## config.mk

```make
export PLATFORM = sky130hd
export DESIGN_NAME = ae_hyst_ctrl
export DESIGN_NICKNAME = d
export VERILOG_FILES = /design/src/rtl/ae_pkg.sv /design/src/rtl/ae_cfg_regs.sv /design/src/rtl/ae_period_timer.sv /design/src/rtl/ae_step_calc.sv /design/src/rtl/ae_ctrl_fsm.sv /design/src/rtl/ae_hyst_ctrl.sv
export SDC_FILE = /design/constraint.sdc
export NUM_CORES = 1
export LEC_CHECK = 0
export BUFFER_PORTS_ARGS = -buffer_cell sky130_fd_sc_hd__buf_2
export CAP_MARGIN = 20
export CORE_MARGIN = 2
export CORE_UTILIZATION = 55
export DETAILED_ROUTE_END_ITERATION = 8
export PLACE_DENSITY_LB_ADDON = 0.2
export SETUP_SLACK_MARGIN = 0.1
export SLEW_MARGIN = 15
export SYNTH_ARGS = -nofsm -noshare
export SYNTH_HDL_FRONTEND = slang
export SYNTH_SLANG_ARGS = --single-unit
```

## constraint.sdc

```tcl
create_clock -name clk -period 12.7 [get_ports clk]
set_clock_uncertainty 0.05 [all_clocks]
set_input_delay 2.54 -clock clk [delete_from_list [all_inputs] [get_ports clk]]
set_output_delay 2.54 -clock clk [all_outputs]
set_load 0.02 [all_outputs]
```

## src/rtl/ae_pkg.sv

```systemverilog
package ae_pkg;
  localparam int AE_DATA_W = 16;
  localparam int AE_LUMA_W = 8;
  localparam int AE_FRAC_W = 8;
  localparam int AE_ADDR_W = 3;

  localparam logic [AE_ADDR_W-1:0] AE_A_TARGET = 3'd0;
  localparam logic [AE_ADDR_W-1:0] AE_A_START  = 3'd1;
  localparam logic [AE_ADDR_W-1:0] AE_A_STOP   = 3'd2;
  localparam logic [AE_ADDR_W-1:0] AE_A_SCALE  = 3'd3;
  localparam logic [AE_ADDR_W-1:0] AE_A_PERIOD = 3'd4;

  typedef enum logic {AE_IDLE = 1'b0, AE_CORRECT = 1'b1} ae_state_e;

  typedef struct packed {
    logic [AE_LUMA_W-1:0] target;
    logic [AE_DATA_W-1:0] start_band;
    logic [AE_DATA_W-1:0] stop_band;
    logic [AE_DATA_W-1:0] scale;
    logic [AE_DATA_W-1:0] period;
  } ae_cfg_t;
endpackage

```

## src/rtl/ae_cfg_regs.sv

```systemverilog
module ae_cfg_regs
  import ae_pkg::*;
#(
  parameter logic [AE_LUMA_W-1:0] TARGET_RST = 8'd105,
  parameter logic [AE_DATA_W-1:0] START_RST  = 16'h0300,
  parameter logic [AE_DATA_W-1:0] STOP_RST   = 16'h0100,
  parameter logic [AE_DATA_W-1:0] SCALE_RST  = 16'h6400,
  parameter logic [AE_DATA_W-1:0] PERIOD_RST = 16'd3000
) (
  input  logic                 clk,
  input  logic                 rst_n,
  input  logic                 wr_en,
  input  logic [AE_ADDR_W-1:0] addr,
  input  logic [AE_DATA_W-1:0] wdata,
  output logic [AE_DATA_W-1:0] rdata,
  output ae_cfg_t              cfg
);
  localparam int PAD_W = AE_DATA_W - AE_LUMA_W;

  always_ff @(posedge clk or negedge rst_n) begin
    if (!rst_n) begin
      cfg.target     <= TARGET_RST;
      cfg.start_band <= START_RST;
      cfg.stop_band  <= STOP_RST;
      cfg.scale      <= SCALE_RST;
      cfg.period     <= PERIOD_RST;
    end else if (wr_en) begin
      case (addr)
        AE_A_TARGET: cfg.target     <= wdata[AE_LUMA_W-1:0];
        AE_A_START:  cfg.start_band <= wdata;
        AE_A_STOP:   cfg.stop_band  <= wdata;
        AE_A_SCALE:  cfg.scale      <= wdata;
        AE_A_PERIOD: cfg.period     <= wdata;
        default: ;
      endcase
    end
  end

  always_comb begin
    case (addr)
      AE_A_TARGET: rdata = {{PAD_W{1'b0}}, cfg.target};
      AE_A_START:  rdata = cfg.start_band;
      AE_A_STOP:   rdata = cfg.stop_band;
      AE_A_SCALE:  rdata = cfg.scale;
      AE_A_PERIOD: rdata = cfg.period;
      default:     rdata = '0;
    endcase
  end

  // a write lands in the addressed field on the next edge
  a_r2_write_lands: assert property (@(posedge clk) disable iff (!rst_n)
    (wr_en && addr == AE_A_SCALE) |=> cfg.scale == $past(wdata));
endmodule

```

## src/rtl/ae_period_timer.sv

```systemverilog
module ae_period_timer
  import ae_pkg::*;
#(
  parameter int CNT_W = AE_DATA_W
) (
  input  logic             clk,
  input  logic             rst_n,
  input  logic [CNT_W-1:0] period,
  input  logic             fire,
  output logic             expired
);
  logic [CNT_W-1:0] cnt_q;

  always_ff @(posedge clk or negedge rst_n) begin
    if (!rst_n)            cnt_q <= '0;
    else if (fire)         cnt_q <= period;
    else if (cnt_q != '0)  cnt_q <= cnt_q - 1'b1;
  end

  assign expired = (cnt_q == '0);

  // every evaluation reloads the wait from the programmed period
  a_r8_reload: assert property (@(posedge clk) disable iff (!rst_n)
    fire |=> cnt_q == $past(period));
  // a zero period leaves the timer expired after an evaluation
  a_r9_zero_period: assert property (@(posedge clk) disable iff (!rst_n)
    (fire && period == '0) |=> expired);
endmodule

```

## src/rtl/ae_step_calc.sv

```systemverilog
module ae_step_calc
  import ae_pkg::*;
#(
  parameter int LUMA_W = AE_LUMA_W,
  parameter int DATA_W = AE_DATA_W,
  parameter int FRAC_W = AE_FRAC_W
) (
  input  logic [LUMA_W-1:0] target,
  input  logic [LUMA_W-1:0] luma,
  input  logic [DATA_W-1:0] scale,
  input  logic [DATA_W-1:0] exposure,
  output logic [DATA_W-1:0] err_mag,
  output logic              raise,
  output logic [DATA_W-1:0] exp_next
);
  localparam int PROD_W = 2 * DATA_W;
  localparam logic [PROD_W-1:0] EXP_MAX = {{DATA_W{1'b0}}, {DATA_W{1'b1}}};

  logic [LUMA_W-1:0] mag;
  logic [PROD_W-1:0] product;
  logic [PROD_W-1:0] step_w;
  logic [PROD_W-1:0] exp_w;
  logic [PROD_W-1:0] sum_w;

  always_comb begin
    raise   = (target > luma);
    mag     = raise ? (target - luma) : (luma - target);
    err_mag = {mag, {FRAC_W{1'b0}}};
    product = PROD_W'(err_mag) * PROD_W'(scale);
    step_w  = product >> FRAC_W;
    exp_w   = PROD_W'(exposure);
    sum_w   = exp_w + step_w;
    if (raise) begin
      exp_next = (sum_w > EXP_MAX) ? {DATA_W{1'b1}} : sum_w[DATA_W-1:0];
    end else if (step_w > exp_w) begin
      exp_next = '0;
    end else begin
      exp_next = exposure - step_w[DATA_W-1:0];
    end
  end
endmodule

```

## src/rtl/ae_ctrl_fsm.sv

```systemverilog
module ae_ctrl_fsm
  import ae_pkg::*;
#(
  parameter int                DATA_W   = AE_DATA_W,
  parameter logic [DATA_W-1:0] EXP_INIT = 16'd4096
) (
  input  logic              clk,
  input  logic              rst_n,
  input  logic              eval,
  input  logic [DATA_W-1:0] err_mag,
  input  logic [DATA_W-1:0] start_band,
  input  logic [DATA_W-1:0] stop_band,
  input  logic [DATA_W-1:0] exp_next,
  output logic [DATA_W-1:0] exposure,
  output logic              correcting
);
  ae_state_e state_q, state_d;
  logic [DATA_W-1:0] exp_q, exp_d;

  always_comb begin
    state_d = state_q;
    exp_d   = exp_q;
    if (eval) begin
      case (state_q)
        AE_IDLE: begin
          if (err_mag > start_band) begin
            state_d = AE_CORRECT;
            exp_d   = exp_next;
          end
        end
        AE_CORRECT: begin
          if (err_mag <= stop_band) begin
            state_d = AE_IDLE;
          end else begin
            exp_d = exp_next;
          end
        end
        default: state_d = AE_IDLE;
      endcase
    end
  end

  always_ff @(posedge clk or negedge rst_n) begin
    if (!rst_n) begin
      state_q <= AE_IDLE;
      exp_q   <= EXP_INIT;
    end else begin
      state_q <= state_d;
      exp_q   <= exp_d;
    end
  end

  assign exposure   = exp_q;
  assign correcting = (state_q == AE_CORRECT);

  // inside the start band an idle controller stays put
  a_r4_hold_idle: assert property (@(posedge clk) disable iff (!rst_n)
    (eval && !correcting && err_mag <= start_band) |=> (!correcting && $stable(exposure)));
  // beyond the start band correction latches
  a_r4_start: assert property (@(posedge clk) disable iff (!rst_n)
    (eval && !correcting && err_mag > start_band) |=> correcting);
  // within the stop band correction ends without a step
  a_r5_stop: assert property (@(posedge clk) disable iff (!rst_n)
    (eval && correcting && err_mag <= stop_band) |=> (!correcting && $stable(exposure)));
endmodule

```

## src/rtl/ae_hyst_ctrl.sv

```systemverilog
module ae_hyst_ctrl
  import ae_pkg::*;
#(
  parameter logic [AE_DATA_W-1:0] EXP_INIT = 16'd4096
) (
  input  logic                 clk,
  input  logic                 rst_n,
  input  logic                 cfg_we,
  input  logic [AE_ADDR_W-1:0] cfg_addr,
  input  logic [AE_DATA_W-1:0] cfg_wdata,
  output logic [AE_DATA_W-1:0] cfg_rdata,
  input  logic                 luma_valid,
  output logic                 luma_ready,
  input  logic [AE_LUMA_W-1:0] luma_data,
  output logic [AE_DATA_W-1:0] exposure,
  output logic                 correcting
);
  ae_cfg_t              cfg;
  logic                 expired;
  logic                 eval;
  logic                 raise;
  logic [AE_DATA_W-1:0] err_mag;
  logic [AE_DATA_W-1:0] exp_next;

  assign luma_ready = 1'b1;
  assign eval       = luma_valid && luma_ready && expired;

  ae_cfg_regs u_regs (
    .clk   (clk),
    .rst_n (rst_n),
    .wr_en (cfg_we),
    .addr  (cfg_addr),
    .wdata (cfg_wdata),
    .rdata (cfg_rdata),
    .cfg   (cfg)
  );

  ae_period_timer #(.CNT_W(AE_DATA_W)) u_timer (
    .clk     (clk),
    .rst_n   (rst_n),
    .period  (cfg.period),
    .fire    (eval),
    .expired (expired)
  );

  ae_step_calc u_step (
    .target   (cfg.target),
    .luma     (luma_data),
    .scale    (cfg.scale),
    .exposure (exposure),
    .err_mag  (err_mag),
    .raise    (raise),
    .exp_next (exp_next)
  );

  ae_ctrl_fsm #(.DATA_W(AE_DATA_W), .EXP_INIT(EXP_INIT)) u_fsm (
    .clk        (clk),
    .rst_n      (rst_n),
    .eval       (eval),
    .err_mag    (err_mag),
    .start_band (cfg.start_band),
    .stop_band  (cfg.stop_band),
    .exp_next   (exp_next),
    .exposure   (exposure),
    .correcting (correcting)
  );

  // outputs move only on an evaluating edge
  a_r10_quiet: assert property (@(posedge clk) disable iff (!rst_n)
    !eval |=> ($stable(exposure) && $stable(correcting)));
  // a dark frame never lowers the exposure
  a_r6_raise_dir: assert property (@(posedge clk) disable iff (!rst_n)
    (eval && raise) |=> exposure >= $past(exposure));
  // a bright frame never raises the exposure
  a_r6_lower_dir: assert property (@(posedge clk) disable iff (!rst_n)
    (eval && !raise) |=> exposure <= $past(exposure));
  // a sample arriving before expiry is discarded
  a_r8_discard: assert property (@(posedge clk) disable iff (!rst_n)
    (luma_valid && !expired) |=> $stable(exposure));
endmodule

```

# == Word-level counts from Yosys, hierarchy flattened ==
# Index checks and enable logic that the tools add are counted.
# op_classes
bitwise_logic,1
n_reduce_logical,11
n_mul,1
mux,13
n_lt_le_gt_ge,5
n_addsub,5
n_eq_ne,6
# ops
op,count
$mux W16,7
$pmux W16 S5,1
$gt A32 B16 Y1 const B,1
$pmux W16 S2,1
$add A16 B24 Y25,1
$gt A24 B16 Y1,1
$mul A8 B16 Y24,1
$gt A16 B16 Y1,1
$le A16 B16 Y1,1
$logic_not A16 Y1,1
$reduce_bool A16 Y1,1
$sub A16 B1 Y16 const B,1
$sub A16 B16 Y16,1
$sub A8 B8 Y8,2
$reduce_and A2 Y1,5
$gt A8 B8 Y1,1
$mux W8,1
$eq A3 B2 Y1 const B,2
$eq A3 B1 Y1 const B,1
$eq A3 B3 Y1 const B,1
$logic_not A3 Y1,1
$reduce_and A3 Y1,1
$mux W1,2
$ne A2 B1 Y1 const B,1
other kinds (5),5
# word_totals
elab_cells,50
out_inout_bits,34
regBits,105
input_bits,31

# == Depth between registers and ports, before layout ==
# depth
depth_word,9
depth_mapped,40
depth_no_buf,38

# == Cells and area by module ==
# Synthesis repeated with hierarchy kept, for this count alone.
# hier_totals
hier_cells,1388
hier_area_um2,12917.4
# by_module_without_submodules
module,seq_area_each_um2,cells_per_inst,n_inst,area_each_um2
ae_step_calc,0.0,902,1,7080.5
ae_cfg_regs,1823.0,229,1,3309.4
ae_ctrl_fsm,426.7,150,1,1503.9
ae_period_timer,400.4,104,1,1006.0
ae_hyst_ctrl,0.0,3,1,17.5

# == Worst setup path before layout ==
# Ideal clock, no wire load.
# synth_path
path_kind,input-to-reg
start,in luma_data[0]
end,"reg u_fsm.exp_q[10], in the netlist u_fsm.exposure[10]"
cell_stages,35
arrival_time_ns,10.841
n_path_buf,3
setup_ns,0.137
setup_slack_ns,1.671
required_ns,12.513
cell_sequence,ha_1 inv_1 fa_1 a21o_1 a21oi_2 o221a_1 nor2_2 mux2_4 or4b_1 and3_4 xor2_1 clkbuf_1 nand2_1 fa_1 fa_1 inv_1 fa_1 fa_1 ha_1 nand2_1 o311ai_1 a21oi_1 o21ai_0 nor2_1 nor2_1 ha_1 clkbuf_1 or2_2 o311a_1 a211oi_1 or4b_1 nand2_1 a2111o_2 buf_6 o211ai_1
# synth_between
elab_chain_cells,9
elab_cells_between_ends,20
cone_classes,4 x add/sub; 1 x mul; 5 x order compare; 2 x eq/ne; 7 x mux; 1 x reduce/logical
# synth_rtl
element,line_no,source
"start, declared",ae_hyst_ctrl.sv:14,"input logic [AE_LUMA_W-1:0] luma_data,"
$sub A8 B8 Y8 / $gt A8 B8 Y1 (equally long branches),"ae_step_calc.sv:27, ae_step_calc.sv:26",
$mux W8,ae_step_calc.sv:27,mag = raise ? (target - luma) : (luma - target);
$mul A8 B16 Y24,ae_step_calc.sv:29,product = PROD_W'(err_mag) * PROD_W'(scale);
$add A16 B24 Y25,ae_step_calc.sv:32,sum_w = exp_w + step_w;
$gt A32 B16 Y1,ae_step_calc.sv:34,exp_next = (sum_w > EXP_MAX) ? {DATA_W{1'b1}} : sum_w[DATA_W-1:0];
$mux W16,ae_step_calc.sv:34,
$mux W16,ae_step_calc.sv:33,if (raise) begin
$mux W16 (on tied branches),"ae_ctrl_fsm.sv:32, ae_ctrl_fsm.sv:26",
$pmux W16 S2,ae_ctrl_fsm.sv:24,case (state_q)
"end signal, assigned",ae_ctrl_fsm.sv:49,exp_q <= exp_d;
"end, declared",ae_ctrl_fsm.sv:18,"logic [DATA_W-1:0] exp_q, exp_d;"
# Parallel ways exist; a longest one is shown, timed or not. The select of a mux whose other input is x is not followed.
# A chain may end at the register's enable or synchronous reset.

# == Worst setup path after layout ==
# layout_path
start,in luma_data[0]
end,"reg u_fsm.exp_q[4], in the netlist u_fsm.exposure[4]"
# The elaborated chain is that of the path after synthesis.

==> results.yml <==
setup_path:
  path_buf_inv: 5
  cp-start-kind: "input port"
  worstPathMaxFanout: 16
  crit_type: "input port to register"
  cp_slowest_cell: "or4b_1"
  cpPeakStageDelay_ns: 0.55
  endpoint_kind: "register"
  worstPathRequired_ns: 12.87
  worstPathArrival_ns: 11.80
  worst_path_most_repeated_cell: "fa_1"
  cpLargestDelayFamily: "adder cells"
route:
  ant_nets: 0
  wl_per_cell_um: 17.9
  drcViolationCount: 0
  drtIter0Drc: 522
  firstDrtPassIters: 5
  vias: 9731
  viasPerCell: 5.79
  routed_wl_mm: 30.0
clocking:
  post_cts_buffers: 0
  root_buffer: "clkbuf_16"
  cts.sinks: 105
  htreeDepth: 3
  cts_buffers: 9
  cts_tree: "done"
  cts_resized: 0
  clk_pin_slew_ns: 0.08
  worstSkewPairLatency_ns: 0.36
  clockBufferDepth: 2
  hold_buffers: 0
timing:
  slew_violations: 0
  hold_ws_ns: 0.467
  post-route-period-util_pct: 91.5
  rsz0062_at_grt: "no"
  slew_headroom_pct: 35.7
  setup_viol_count_final: 0
  finalCriticalPeriod_ns: 11.63
  setup_tns_ns: 0
  hold_violations: 0
  fmax_ghz: 0.0860
  tightest_slew_ns: 0.965
final_layout:
  most-common-layout-cells: "186 x inv_1, 128 x nand2_1, 123 x ha_1"
  fillers: 1933
  mostFrequentLayoutCell: "inv_1"
  antenna-diode-count: 0
  drive_above_1_share_pct: 13.2
  fin_util_pct: 59.4
  area_delta_synth_final_pct: 6.63
  nets: 1637
  final_cell_count_no_fill: 1680
logic_synthesis:
  syn_area_um2: 12100
  synth-async-reset-ratio_pct: 100
  seq_area_frac_synth_pct: 21.9
  synth_cell_types: 78
  synth_nets: 1612
  netlist_instances: 1370
  yosysWarnings: 0
  synth-main-ff-cell: "dfrtp_1"
  synth_edf_count: 0
  synth.avg_cell_area_um2: 8.81
  ys_seq_elements: 105
run_status:
  status: "completed"
global_route:
  gr-total-overflow: 0
  grt_max_degree: 78
  grt_pass1_vias: 10000
  grt_pass1_wl_mm: 50.1
  antenna_found_initial: 0
  grt_usage_pct: 26.3
placement:
  placed_cells: 1663
  dp_hpwl_mm: 23.7
  gp_congestion: 0.905
  portBuffers: 63
floorplanning:
  rows: 54
  die-area_um2: 23200
  dieWidth_um: 152
  die_h_um: 152
  start_util_pct: 55.7
  core_um2: 21700
  io-pin-count: 65
flow_run:
  drv_cap: 0
hold_path:
  hold_class: "register to register"
## registers in the layout (all words and copies together), names as in the netlist
name / cells
u_timer.cnt_q: 16
u_regs.cfg: 72
u_fsm.correcting: 1
u_fsm.exposure: 16
## metrics by stage
stage,instance area (um2),setup WS [ns]
finish,12900,1.07
floorplan,12100,1.67
global placement,12600,0.944
detailed placement,12600,0.725
global route,12900,0.607
CTS,12900,1.10
## cell families (layout without fill, tap and decap cells)
family | after synthesis | in the layout | synth area share [%]
AO/OA/AOI/OAI | 284 | 284 | 15.3
XOR/XNOR | 51 | 51 | 3.70
adder cells (fa/ha/maj) | 211 | 211 | 27.3
buffers and inverters | 250 | 280 | 8.00
flip-flops | 105 | 105 | 21.9
multiplexers | 78 | 78 | 7.10
other | 1 | 1 | 0.0311
AND/OR/NAND/NOR | 390 | 390 | 16.6
## final timing paths
path | from | end | slack, ns | cells past startpoint
max in group asynchronous | rst_n | u_timer.cnt_q[9] | 9.24 | 2
worst max register to register | u_regs.cfg[64] | u_fsm.exposure[4] | 2.69 | 33
worst min register to register | u_timer.cnt_q[12] | u_timer.cnt_q[12] | 0.47 | 1
worst min-delay path | u_timer.cnt_q[12] | u_timer.cnt_q[12] | 0.47 | 1
min in group asynchronous | rst_n | u_regs.cfg[66] | 2.05 | 1
worst max-delay path | luma_data[0] | u_fsm.exposure[4] | 1.07 | 33
## Yosys cell counts (all sizes together) (19+ instances only)
master | instances | share of area (%)
inv | 186 | 5.8
mux2 | 58 | 5.4
nor3 | 23 | 1.1
nor2b | 19 | 0.98
a22oi | 24 | 1.5
mux2i | 20 | 1.7
o21ai | 62 | 2.6
o22ai | 23 | 1.2
o211ai | 20 | 1.3
nor2 | 53 | 1.7
ha | 123 | 13
xnor2 | 34 | 2.5
dfrtp | 87 | 18
clkbuf | 52 | 1.6
fa | 88 | 15
nand2 | 129 | 4.0
nand3 | 19 | 0.79
a21oi | 70 | 2.9
and2 | 73 | 3.8
## final cells by class
class	instances	area, um2	share of cell area [%]
inverters	187	702	5.45
multi-input cells	1015	8460	65.7
clock inverters	6	60.1	0.466
flip-flops and latches	105	2650	20.6
clock buffers	10	229	1.78
repair buffers	77	423	3.28
well taps	280	350	2.72
## metal layers
layer  wire length [um]  vias up  part of all wire [%]  track usage, %
met3               1590       54                   5.3            4.38
met1              12900     4757                    43            33.1
li1                   -     4681                     -               -
met5                  0        -                     0               0
met2              14800      239                    49            46.5
met4                739        0                   2.5            8.01
Power is left out: the tool's default activity adds up to more than one toggle a clock period on the data nets, which glitch-free logic cannot reach.
